## config.mk

```make
export PLATFORM = sky130hd
export DESIGN_NAME = uart_regfront
export DESIGN_NICKNAME = d
export VERILOG_FILES = /design/src/rtl/uart_regfront_pkg.sv /design/src/rtl/uart_rf_fifo.sv /design/src/rtl/uart_rf_sticky.sv /design/src/rtl/uart_regfront.sv
export SDC_FILE = /design/constraint.sdc
export NUM_CORES = 1
export LEC_CHECK = 0
export CAP_MARGIN = 40
export CORE_UTILIZATION = 40
export CTS_CLUSTER_DIAMETER = 80
export DETAILED_ROUTE_END_ITERATION = 12
export GPL_TIMING_DRIVEN = 0
export PLACE_DENSITY_LB_ADDON = 0.12
export SLEW_MARGIN = 0
export SYNTH_ARGS = -nofsm -noshare
export SYNTH_HDL_FRONTEND = slang
export SYNTH_SLANG_ARGS = --single-unit
```

## constraint.sdc

```tcl
create_clock -name clk -period 7.4 [get_ports clk]
set_input_delay 1.11 -clock clk [delete_from_list [all_inputs] [get_ports clk]]
set_output_delay 1.11 -clock clk [all_outputs]
set_load 0.1 [all_outputs]
```

## src/rtl/uart_regfront_pkg.sv

```systemverilog
// Package: register offsets and bit positions shared by the front end,
// its checker and its bench. Assumes an 8-bit register data path.
package uart_regfront_pkg;
    localparam int BUS_W     = 8;
    localparam int OFF_FMT   = 0;
    localparam int OFF_DIVHI = 1;
    localparam int OFF_DIVLO = 2;
    localparam int OFF_CTRL  = 3;
    localparam int OFF_DATA  = 4;
    localparam int OFF_EVT   = 5;
    localparam int OFF_LINE  = 6;
    // port control bit positions
    localparam int CB_RXEN = 0;
    localparam int CB_TXEN = 1;
    localparam int CB_BRK  = 2;
    localparam int CB_RXIE = 3;
    localparam int CB_TXIE = 4;
    localparam int CTRL_W  = 5;
    // event status: sticky bits occupy [EVT_LO +: EVT_N]
    localparam int EVT_LO = 2;
    localparam int EVT_N  = 3;
endpackage

```

## src/rtl/uart_rf_fifo.sv

```systemverilog
// Module: uart_rf_fifo
// Synchronous first-in first-out store with a level count. A push while full
// is accepted only if a pop happens in the same cycle. mark_last sets the MSB
// of the newest stored entry. Assumes DEPTH is a power of two.
module uart_rf_fifo #(
    parameter int W     = 8,
    parameter int DEPTH = 8
) (
    input  logic                       clk,
    input  logic                       rst_n,
    input  logic                       push,
    input  logic [W-1:0]               din,
    input  logic                       pop,
    input  logic                       mark_last,
    output logic [W-1:0]               dout,
    output logic [$clog2(DEPTH):0]     count,
    output logic                       full,
    output logic                       empty
);
    localparam int PTR_W = $clog2(DEPTH);
    localparam int CNT_W = PTR_W + 1;

    logic [W-1:0]     mem [DEPTH];
    logic [PTR_W-1:0] wptr, rptr;
    logic             do_push, do_pop;

    assign empty   = (count == '0);
    assign full    = (count == CNT_W'(DEPTH));
    assign do_pop  = pop && !empty;
    assign do_push = push && (!full || do_pop);
    assign dout    = mem[rptr];

    // Pointer and level bookkeeping.
    always_ff @(posedge clk) begin
        if (!rst_n) begin
            wptr  <= '0;
            rptr  <= '0;
            count <= '0;
        end else begin
            if (do_push) wptr <= wptr + PTR_W'(1);
            if (do_pop)  rptr <= rptr + PTR_W'(1);
            if (do_push && !do_pop)      count <= count + CNT_W'(1);
            else if (do_pop && !do_push) count <= count - CNT_W'(1);
        end
    end

    // Entry storage, plus flag marking of the newest entry.
    always_ff @(posedge clk) begin
        if (do_push) mem[wptr] <= din;
        if (mark_last && !empty) mem[wptr - PTR_W'(1)][W-1] <= 1'b1;
    end
endmodule

```

## src/rtl/uart_rf_sticky.sv

```systemverilog
// Module: uart_rf_sticky
// Bank of N sticky event bits. A set pulse raises a bit, a clear request
// lowers it, and a set in the same cycle wins over the clear.
module uart_rf_sticky #(
    parameter int N = 3
) (
    input  logic         clk,
    input  logic         rst_n,
    input  logic [N-1:0] set,
    input  logic [N-1:0] clr,
    output logic [N-1:0] q
);
    // One flop per event, generated per bit.
    for (genvar i = 0; i < N; i++) begin : g_bit
        always_ff @(posedge clk) begin
            if (!rst_n)      q[i] <= 1'b0;
            else if (set[i]) q[i] <= 1'b1;
            else if (clr[i]) q[i] <= 1'b0;
        end
    end
endmodule

```

## src/rtl/uart_regfront.sv

```systemverilog
// Module: uart_regfront
// Bus register front end of a UART. It decodes the register map, holds the
// two byte stores (received bytes carry their error flags), derives the
// fill-level service requests, keeps the write-one-to-clear event bits and
// gates the interrupt. Assumes a single-cycle bus strobe and DIV_W > 8.
module uart_regfront
    import uart_regfront_pkg::*;
#(
    parameter int DEPTH  = 8,
    parameter int DIV_W  = 12,
    parameter int ADDR_W = 3
) (
    input  logic              clk,
    input  logic              rst_n,
    input  logic              bus_sel,
    input  logic              bus_wr,
    input  logic [ADDR_W-1:0] bus_addr,
    input  logic [BUS_W-1:0]  bus_wdata,
    output logic [BUS_W-1:0]  bus_rdata,
    output logic [7:0]        tx_byte,
    output logic              tx_valid,
    input  logic              tx_ready,
    input  logic              tx_line_busy,
    input  logic [7:0]        rx_byte,
    input  logic              rx_perr,
    input  logic              rx_ferr,
    input  logic              rx_valid,
    output logic              rx_ready,
    input  logic              ev_brk_begin,
    input  logic              ev_brk_end,
    input  logic              ev_rx_idle,
    output logic              cfg_parity_en,
    output logic              cfg_parity_odd,
    output logic              cfg_two_stop,
    output logic              cfg_eight_bit,
    output logic [DIV_W-1:0]  cfg_divisor,
    output logic              cfg_rx_en,
    output logic              cfg_tx_en,
    output logic              cfg_break,
    output logic              irq
);
    localparam int CNT_W = $clog2(DEPTH) + 1;
    localparam int HALF  = DEPTH / 2;
    localparam int HI_W  = DIV_W - 8;
    localparam int RXE_W = 8 + 3;   // byte, parity, framing, overrun

    logic [3:0]        fmt_q;
    logic [HI_W-1:0]   divhi_q;
    logic [7:0]        divlo_q;
    logic [CTRL_W-1:0] ctrl_q;
    logic              rx_ie, tx_ie;

    logic wr_cycle, rd_cycle;
    assign wr_cycle = bus_sel && bus_wr;
    assign rd_cycle = bus_sel && !bus_wr;

    // Control register writes.
    always_ff @(posedge clk) begin
        if (!rst_n) begin
            fmt_q   <= '0;
            divhi_q <= '0;
            divlo_q <= '0;
            ctrl_q  <= '0;
        end else if (wr_cycle) begin
            case (int'(bus_addr))
                OFF_FMT:   fmt_q   <= bus_wdata[3:0];
                OFF_DIVHI: divhi_q <= bus_wdata[HI_W-1:0];
                OFF_DIVLO: divlo_q <= bus_wdata[7:0];
                OFF_CTRL:  ctrl_q  <= bus_wdata[CTRL_W-1:0];
                default: ;
            endcase
        end
    end

    assign cfg_parity_en  = fmt_q[0];
    assign cfg_parity_odd = fmt_q[1];
    assign cfg_two_stop   = fmt_q[2];
    assign cfg_eight_bit  = fmt_q[3];
    assign cfg_divisor    = {divhi_q, divlo_q};
    assign cfg_rx_en      = ctrl_q[CB_RXEN];
    assign cfg_tx_en      = ctrl_q[CB_TXEN];
    assign cfg_break      = ctrl_q[CB_BRK];
    assign rx_ie          = ctrl_q[CB_RXIE];
    assign tx_ie          = ctrl_q[CB_TXIE];

    // Transmit store.
    logic [7:0]       tx_head;
    logic [CNT_W-1:0] tx_count;
    logic             tx_full, tx_empty, tx_push, tx_pop;

    assign tx_push = wr_cycle && (int'(bus_addr) == OFF_DATA);
    assign tx_pop  = tx_valid && tx_ready;

    uart_rf_fifo #(.W(8), .DEPTH(DEPTH)) u_txq (
        .clk(clk), .rst_n(rst_n),
        .push(tx_push), .din(bus_wdata[7:0]),
        .pop(tx_pop), .mark_last(1'b0),
        .dout(tx_head), .count(tx_count),
        .full(tx_full), .empty(tx_empty)
    );

    assign tx_valid = cfg_tx_en && !tx_empty;
    assign tx_byte  = tx_empty ? 8'h00 : tx_head;

    // Receive store: {overrun, framing, parity, byte} per entry.
    logic [RXE_W-1:0] rx_head_raw, rx_head;
    logic [CNT_W-1:0] rx_count;
    logic             rx_full, rx_empty, rx_push, rx_pop, rx_ovf;

    assign rx_ready = cfg_rx_en;
    assign rx_push  = rx_valid && cfg_rx_en;
    assign rx_pop   = rd_cycle && (int'(bus_addr) == OFF_DATA);
    assign rx_ovf   = rx_push && rx_full && !rx_pop;

    uart_rf_fifo #(.W(RXE_W), .DEPTH(DEPTH)) u_rxq (
        .clk(clk), .rst_n(rst_n),
        .push(rx_push), .din({1'b0, rx_ferr, rx_perr, rx_byte}),
        .pop(rx_pop), .mark_last(rx_ovf),
        .dout(rx_head_raw), .count(rx_count),
        .full(rx_full), .empty(rx_empty)
    );

    assign rx_head = rx_empty ? '0 : rx_head_raw;

    // Sticky events: [0] idle, [1] break begin, [2] break end.
    logic [EVT_N-1:0] evt_q, evt_clr;
    assign evt_clr = (wr_cycle && int'(bus_addr) == OFF_EVT) ?
                     bus_wdata[EVT_LO +: EVT_N] : '0;

    uart_rf_sticky #(.N(EVT_N)) u_evt (
        .clk(clk), .rst_n(rst_n),
        .set({ev_brk_end, ev_brk_begin, ev_rx_idle}),
        .clr(evt_clr), .q(evt_q)
    );

    // Service requests and interrupt gating.
    logic tx_svc, rx_svc;
    assign tx_svc = (tx_count <= CNT_W'(HALF));
    assign rx_svc = (rx_count >  CNT_W'(HALF));
    assign irq    = (tx_svc && tx_ie) || ((rx_svc || (|evt_q)) && rx_ie);

    // Read data selection.
    always_comb begin
        bus_rdata = '0;
        case (int'(bus_addr))
            OFF_FMT:   bus_rdata = {4'b0, fmt_q};
            OFF_DIVHI: bus_rdata = BUS_W'(divhi_q);
            OFF_DIVLO: bus_rdata = divlo_q;
            OFF_CTRL:  bus_rdata = BUS_W'(ctrl_q);
            OFF_DATA:  bus_rdata = rx_head[7:0];
            OFF_EVT:   bus_rdata = {3'b0, evt_q, rx_svc, tx_svc};
            OFF_LINE:  bus_rdata = {2'b0, rx_head[10], rx_head[9], rx_head[8],
                                    !tx_full, !rx_empty,
                                    (!tx_empty || tx_line_busy)};
            default:   bus_rdata = '0;
        endcase
    end
endmodule

```

### After elaboration in Yosys (flattened, before gate mapping)

Memories as Yosys holds them, arrays and structs flattened. A register that Yosys moved wholly into a read port is not among the register bits.
Cells that the tools add are included.

| word-level totals | value |
|---|---|
| flip-flop bits (word level) | 44 |
| memory bits (writable) | 152 |
| logic and storage cells | 113 |
| bits in read-only memories | 0 |
| input port bits | 31 |
| bits in latches | 0 |
| memories | 2 |

Memories:

| memory | words | width | read ports | clocked after memory_dff | write ports | line | source |
|---|---|---|---|---|---|---|---|
| u_rxq.mem | 8 | 11 | 1 | 1 | 1 | uart_rf_fifo.sv:23 | `logic [W-1:0] mem [DEPTH];` |
| u_txq.mem | 8 | 8 | 1 | 1 | 1 | uart_rf_fifo.sv:23 |  |

| cells by class | value |
|---|---|
| div/mod/pow operators | 0 |
| reductions and logical operators | 50 |
| multiplexer cells | 27 |
| $lt $le $gt $ge | 2 |
| add/subtract/negate cells | 9 |
| multipliers | 0 |
| bitwise operators | 0 |
| equality and inequality tests | 10 |
| shift-type cells | 0 |

Operators with widths:

| cell | number |
|---|---|
| 8-bit one-hot mux with 7 select lines | 1 |
| 11-bit two-way mux | 2 |
| 1-bit logical AND | 21 |
| 3-bit two-way mux | 6 |
| 4-bit two-way mux | 4 |
| 3-bit == test (second input constant) | 5 |
| 3-bit by 1-bit adder with 3-bit output (second input constant) | 4 |
| 1-bit two-way mux | 12 |
| 11-bit OR reduction | 1 |
| 1-bit logical NOT | 10 |
| 2-bit nonzero test | 5 |
| 4-bit by 1-bit adder with 4-bit output (second input constant) | 2 |
| 4-bit == test (second input constant) | 2 |
| 4-bit logical NOT | 2 |
| 8-bit two-way mux | 1 |
| 2-bit AND reduction | 4 |
| 4-bit by 1-bit subtractor with 4-bit output (second input constant) | 2 |
| 3-bit by 2-bit == test with 1-bit output (second input constant) | 2 |
| 1-bit logical OR | 5 |
| 4-bit by 3-bit greater-than comparator with 1-bit output (second input constant) | 1 |
| 4-bit by 3-bit less-or-equal comparator with 1-bit output (second input constant) | 1 |
| 3-bit by 1-bit == test with 1-bit output (second input constant) | 1 |
| 3-bit logical NOT | 1 |
| 3-bit OR reduction | 1 |
| 2 further kinds | 2 |

### Logic depth before layout (Yosys ltp)

| depth | value |
|---|---|
| depth after elaboration | 11 |
| gate-level depth with buffers | 11 |
| depth with buffers taken out | 10 |

### Cells and area by module

Synthesis repeated with hierarchy kept, for this count alone.

| unflattened totals | value |
|---|---|
| cells, all modules | 629 |
| area, all modules | 9043.7 um^2 |

By module, submodules not included:

| module | cells an instance | seq. area each (um^2) | area an instance (um^2) | instances |
|---|---|---|---|---|
| uart_rf_fifo at u_rxq | 232 | 2822.7 | 4111.4 | 1 |
| uart_rf_fifo at u_txq | 208 | 2102.0 | 3328.2 | 1 |
| uart_regfront | 180 | 420.4 | 1480.2 | 1 |
| uart_rf_sticky | 9 | 60.1 | 123.9 | 1 |

### Worst setup path before layout

OpenSTA, ideal clock, no wires.

| timing path | value |
|---|---|
| kind | input to output |
| from | input bus_addr[1] |
| to | output bus_rdata[2] |
| buffers on the path | 1 |
| data arrival time | 3409 ps |
| required time | 6290 ps |
| slack | 2881 ps |
| stages | 4 |
| cells stage by stage | buf_2 -> nor3b_2 -> nand2_2 -> o221ai_1 |

| on the way | value |
|---|---|
| longest elaborated chain between the ends | 2 |

RTL lines:

| element | line | source |
|---|---|---|
| from (decl) | uart_regfront.sv:17 | `input logic [ADDR_W-1:0] bus_addr,` |
| 3-bit == test (tied with other cells) | uart_regfront.sv:145 | `case (int'(bus_addr))` |
| 8-bit one-hot mux with 7 select lines * | uart_regfront.sv:145 |  |
| to (decl) | uart_regfront.sv:19 | `output logic [BUS_W-1:0] bus_rdata,` |

Every way passes the cells marked *; elsewhere a longest branch is shown, timed or not.

### Final worst setup path

| timing path | value |
|---|---|
| from | input bus_addr[0] |
| to | output bus_rdata[3] |

Same word-level chain as after synthesis.

==> results.json <==
{
  "outcome": "completed",
  "die_area_um2": 22100,
  "yosysWarnings": 0,
  "ctsResizeCount": 0,
  "hold_viol": 0,
  "r2r.worst_path.cells": 9,
  "cts.sinks": 202,
  "wire_per_inst_um": 19.7,
  "cts_tree": "yes",
  "async_reset_ff_share_pct": 0,
  "slew_violations": 0,
  "slew-limit-headroom_pct": 43.1,
  "rows": 53,
  "setup_violations": 0,
  "r2r_slack_ns": 4.48,
  "area_growth_syn_to_layout_pct": 28.9,
  "p_leak_nw": 3.73,
  "worstHoldPathType": "register to register",
  "cts_root_buf": "clkbuf_16",
  "wl_um": 19700,
  "total_power_w": 0.00246,
  "rr_endpoint": "u_txq.count[3]$_SDFFE_PN0P_",
  "num_antenna_cells": 0,
  "cts_max_path_buffers": 3,
  "arrival_ns": 3.80,
  "final_cell_mix": "edfxtp_1, clkdlybuf4s50_1, nor2_1, dfxtp_1, mux2i_1",
  "vias": 5201,
  "powerDensity_nw_per_um2": 222,
  "antenna_found_initial": 0,
  "first_pass_iters": 6,
  "drt_iter0_drc": 268,
  "ctsHoldBuffers": 0,
  "worstSetupStartpointType": "primary input",
  "synth_area_um2": 8590,
  "fin_crit_ns": 4.91,
  "r2r-start": "u_txq.count[0]$_SDFFE_PN0P_",
  "slowest_stage": "clkdlybuf4s50_1",
  "grt_pass1_wl_um": 31300,
  "grt_max_degree": 15,
  "holdCritStartpoint": "u_txq.count[3]$_SDFFE_PN0P_",
  "start_util_pct": 40.9,
  "min_to": "u_txq.count[3]$_SDFFE_PN0P_",
  "worst-slew-pin-transition_ns": 0.829,
  "synth_cell_types": 63,
  "crit_path_max_fanout": 10,
  "placed_cell_area_um2": 10300,
  "synthFlopType": "edfxtp_1",
  "clkSlewWorstSetupHoldPaths_ns": 0.06,
  "gp_congestion": 0.813,
  "cts_buffers": 22,
  "synth_seq_area_share_pct": 64.8,
  "synth_top_area_share_pct": 53.1,
  "grt.overflow.total": 0,
  "syn_inst": 571,
  "postCtsSetupRepairBufs": 0,
  "viasPerCell": 5.21,
  "crit_chain": "clkdlybuf4s50_1 > buf_1 > mux2_2 > a22oi_1 > o22a_1 > o221ai_1 > clkdlybuf4s50_1 > buf_8",
  "ir_drop_v": 0.000170,
  "finalClockSkew_ns": 0.00919,
  "port_buffers": 66,
  "synth-seq-cells": 202,
  "fin_cells": 998,
  "nNetsFinal": 753,
  "cp.buffers_inverters": 4,
  "critPathTopFamily": "buffers and inverters",
  "endpoint_kind": "primary output",
  "rsz0062_at_grt": "no",
  "dpl.hpwl_um": 14600,
  "fmax_mhz": 204,
  "final_common_cell": "edfxtp_1",
  "ant_nets": 0,
  "grt_pass1_vias": 5474,
  "synth_area_leaders": "edfxtp_1, dfxtp_1, mux4_2, mux2i_1, nor2_1",
  "synth_edf_count": 152,
  "core_area_um2": 21000,
  "fin_setup_tns_ns": 0,
  "clk_latency_ns": 0.50,
  "drc": 0,
  "path_class": "primary input to primary output",
  "cp.required_ns": 6.29,
  "dieHeight_um": 149,
  "track_usage_pct": 18.9,
  "cap_viol_max_count": 0,
  "cts_max_level": 1,
  "crit_top_cell": "clkdlybuf4s50_1",
  "stdcell_area_um2": 11100,
  "layout-drive-gt1-share_pct": 20.7,
  "pin_count": 69,
  "slowest_delay_ns": 0.58,
  "min_period_over_period_pct": 66.3,
  "yosys.area.top_type": "edfxtp_1",
  "dp_cells": 960,
  "hold_depth": 2,
  "syn-num-nets": 615,
  "avgSynthCellArea_um2": 15.0,
  "critPathLaunch": "bus_addr[0]",
  "crit_cells": 8,
  "die_w_um": 149,
  "fin_util_pct": 52.7
}
[kinds of logic after synthesis]
group | share of synthesized area, %
xor gates and xnor gates | 1.40
adders and majority gates | 2.07
DFF | 64.8
muxes | 15.8
buffers and inverters | 1.94
and+or+nand+nor | 9.17
AOI/OAI and AO/OA | 4.83
[state kept, by name, summed over array words and instances (netlist names), named ones only]
register     count
u_rxq.wptr       3
ctrl_q           5
divhi_q          4
u_txq.wptr       3
u_txq.rptr       3
u_txq.mem       64
u_txq.count      4
u_rxq.mem       88
fmt_q            4
u_rxq.count      4
u_evt.q          3
u_rxq.rptr       3
divlo_q          8
[cells in the mapped netlist, types with 5 or more instances]
| cell type | number |
|---|---|
| nand3_1 | 8 |
| nand2_1 | 27 |
| mux2i_1 | 45 |
| ha_1 | 11 |
| and2_1 | 13 |
| nor4_1 | 9 |
| nand2b_1 | 8 |
| mux4_2 | 37 |
| nor3_1 | 11 |
| dfxtp_1 | 50 |
| o21ai_0 | 17 |
| buf_1 | 5 |
| buf_2 | 7 |
| a21oi_1 | 17 |
| clkbuf_1 | 15 |
| nor2_1 | 57 |
| edfxtp_1 | 152 |
| xnor2_1 | 6 |
| inv_1 | 9 |
[per-layer routing]
layer | vias to the layer above | track usage [%] | part of all wire [%]
li1 | 2460 | - | -
met5 | - | 0 | 0
met4 | 0 | 5.26 | 2.2
met3 | 37 | 2.88 | 4.7
met1 | 2595 | 24.9 | 43
met2 | 109 | 32.5 | 50
[through the flow]
stage | setup slack [ns] | hold slack, ns
floorplan | 2.88 | 0.463
global placement | 2.02 | 0.483
detailed placement | 2.43 | 0.499
CTS | 2.43 | 0.511
global route | 2.31 | 0.536
finish | 2.49 | 0.508
[worst register-to-register path, delay by kind of cell (launching register included)]
family | cells | cell delay [ns]
buffers and inverters | 1 | 0.12
adders and majority gates | 2 | 0.55
muxes | 2 | 0.44
AOI/OAI and AO/OA | 3 | 0.64
and+or+nand+nor | 1 | 0.71
DFF | 1 | 0.39
[report_power, final]
| group | total [W] | internal (W) | switching [W] |
|---|---|---|---|
| Clock | 0.00109 | 0.000659 | 0.000432 |
| Combinational | 0.000141 | 0.0000530 | 0.0000878 |
| Sequential | 0.00123 | 0.00122 | 0.00000482 |
| Total | 0.00246 | 0.00193 | 0.000525 |
[area by class of cell]
class | count | area (um2)
clock inverter | 12 | 148
multi-input combinational | 330 | 2900
inverter | 10 | 37.5
fill | 1714 | 9950
timing repair buffer | 114 | 1370
tap | 275 | 344
sequential | 202 | 5570
clock buffer | 26 | 576
buffer | 29 | 129
[worst max-delay path by stage]
stage	endpoint	slack, ns
after floorplan	bus_rdata[2]	2.88
after global placement	bus_rdata[0]	2.02
after detailed placement	bus_rdata[0]	2.43
after CTS	bus_rdata[0]	2.43
after global routing	bus_rdata[0]	2.31
final	bus_rdata[3]	2.49
Power figures use the tool's default switching activity.
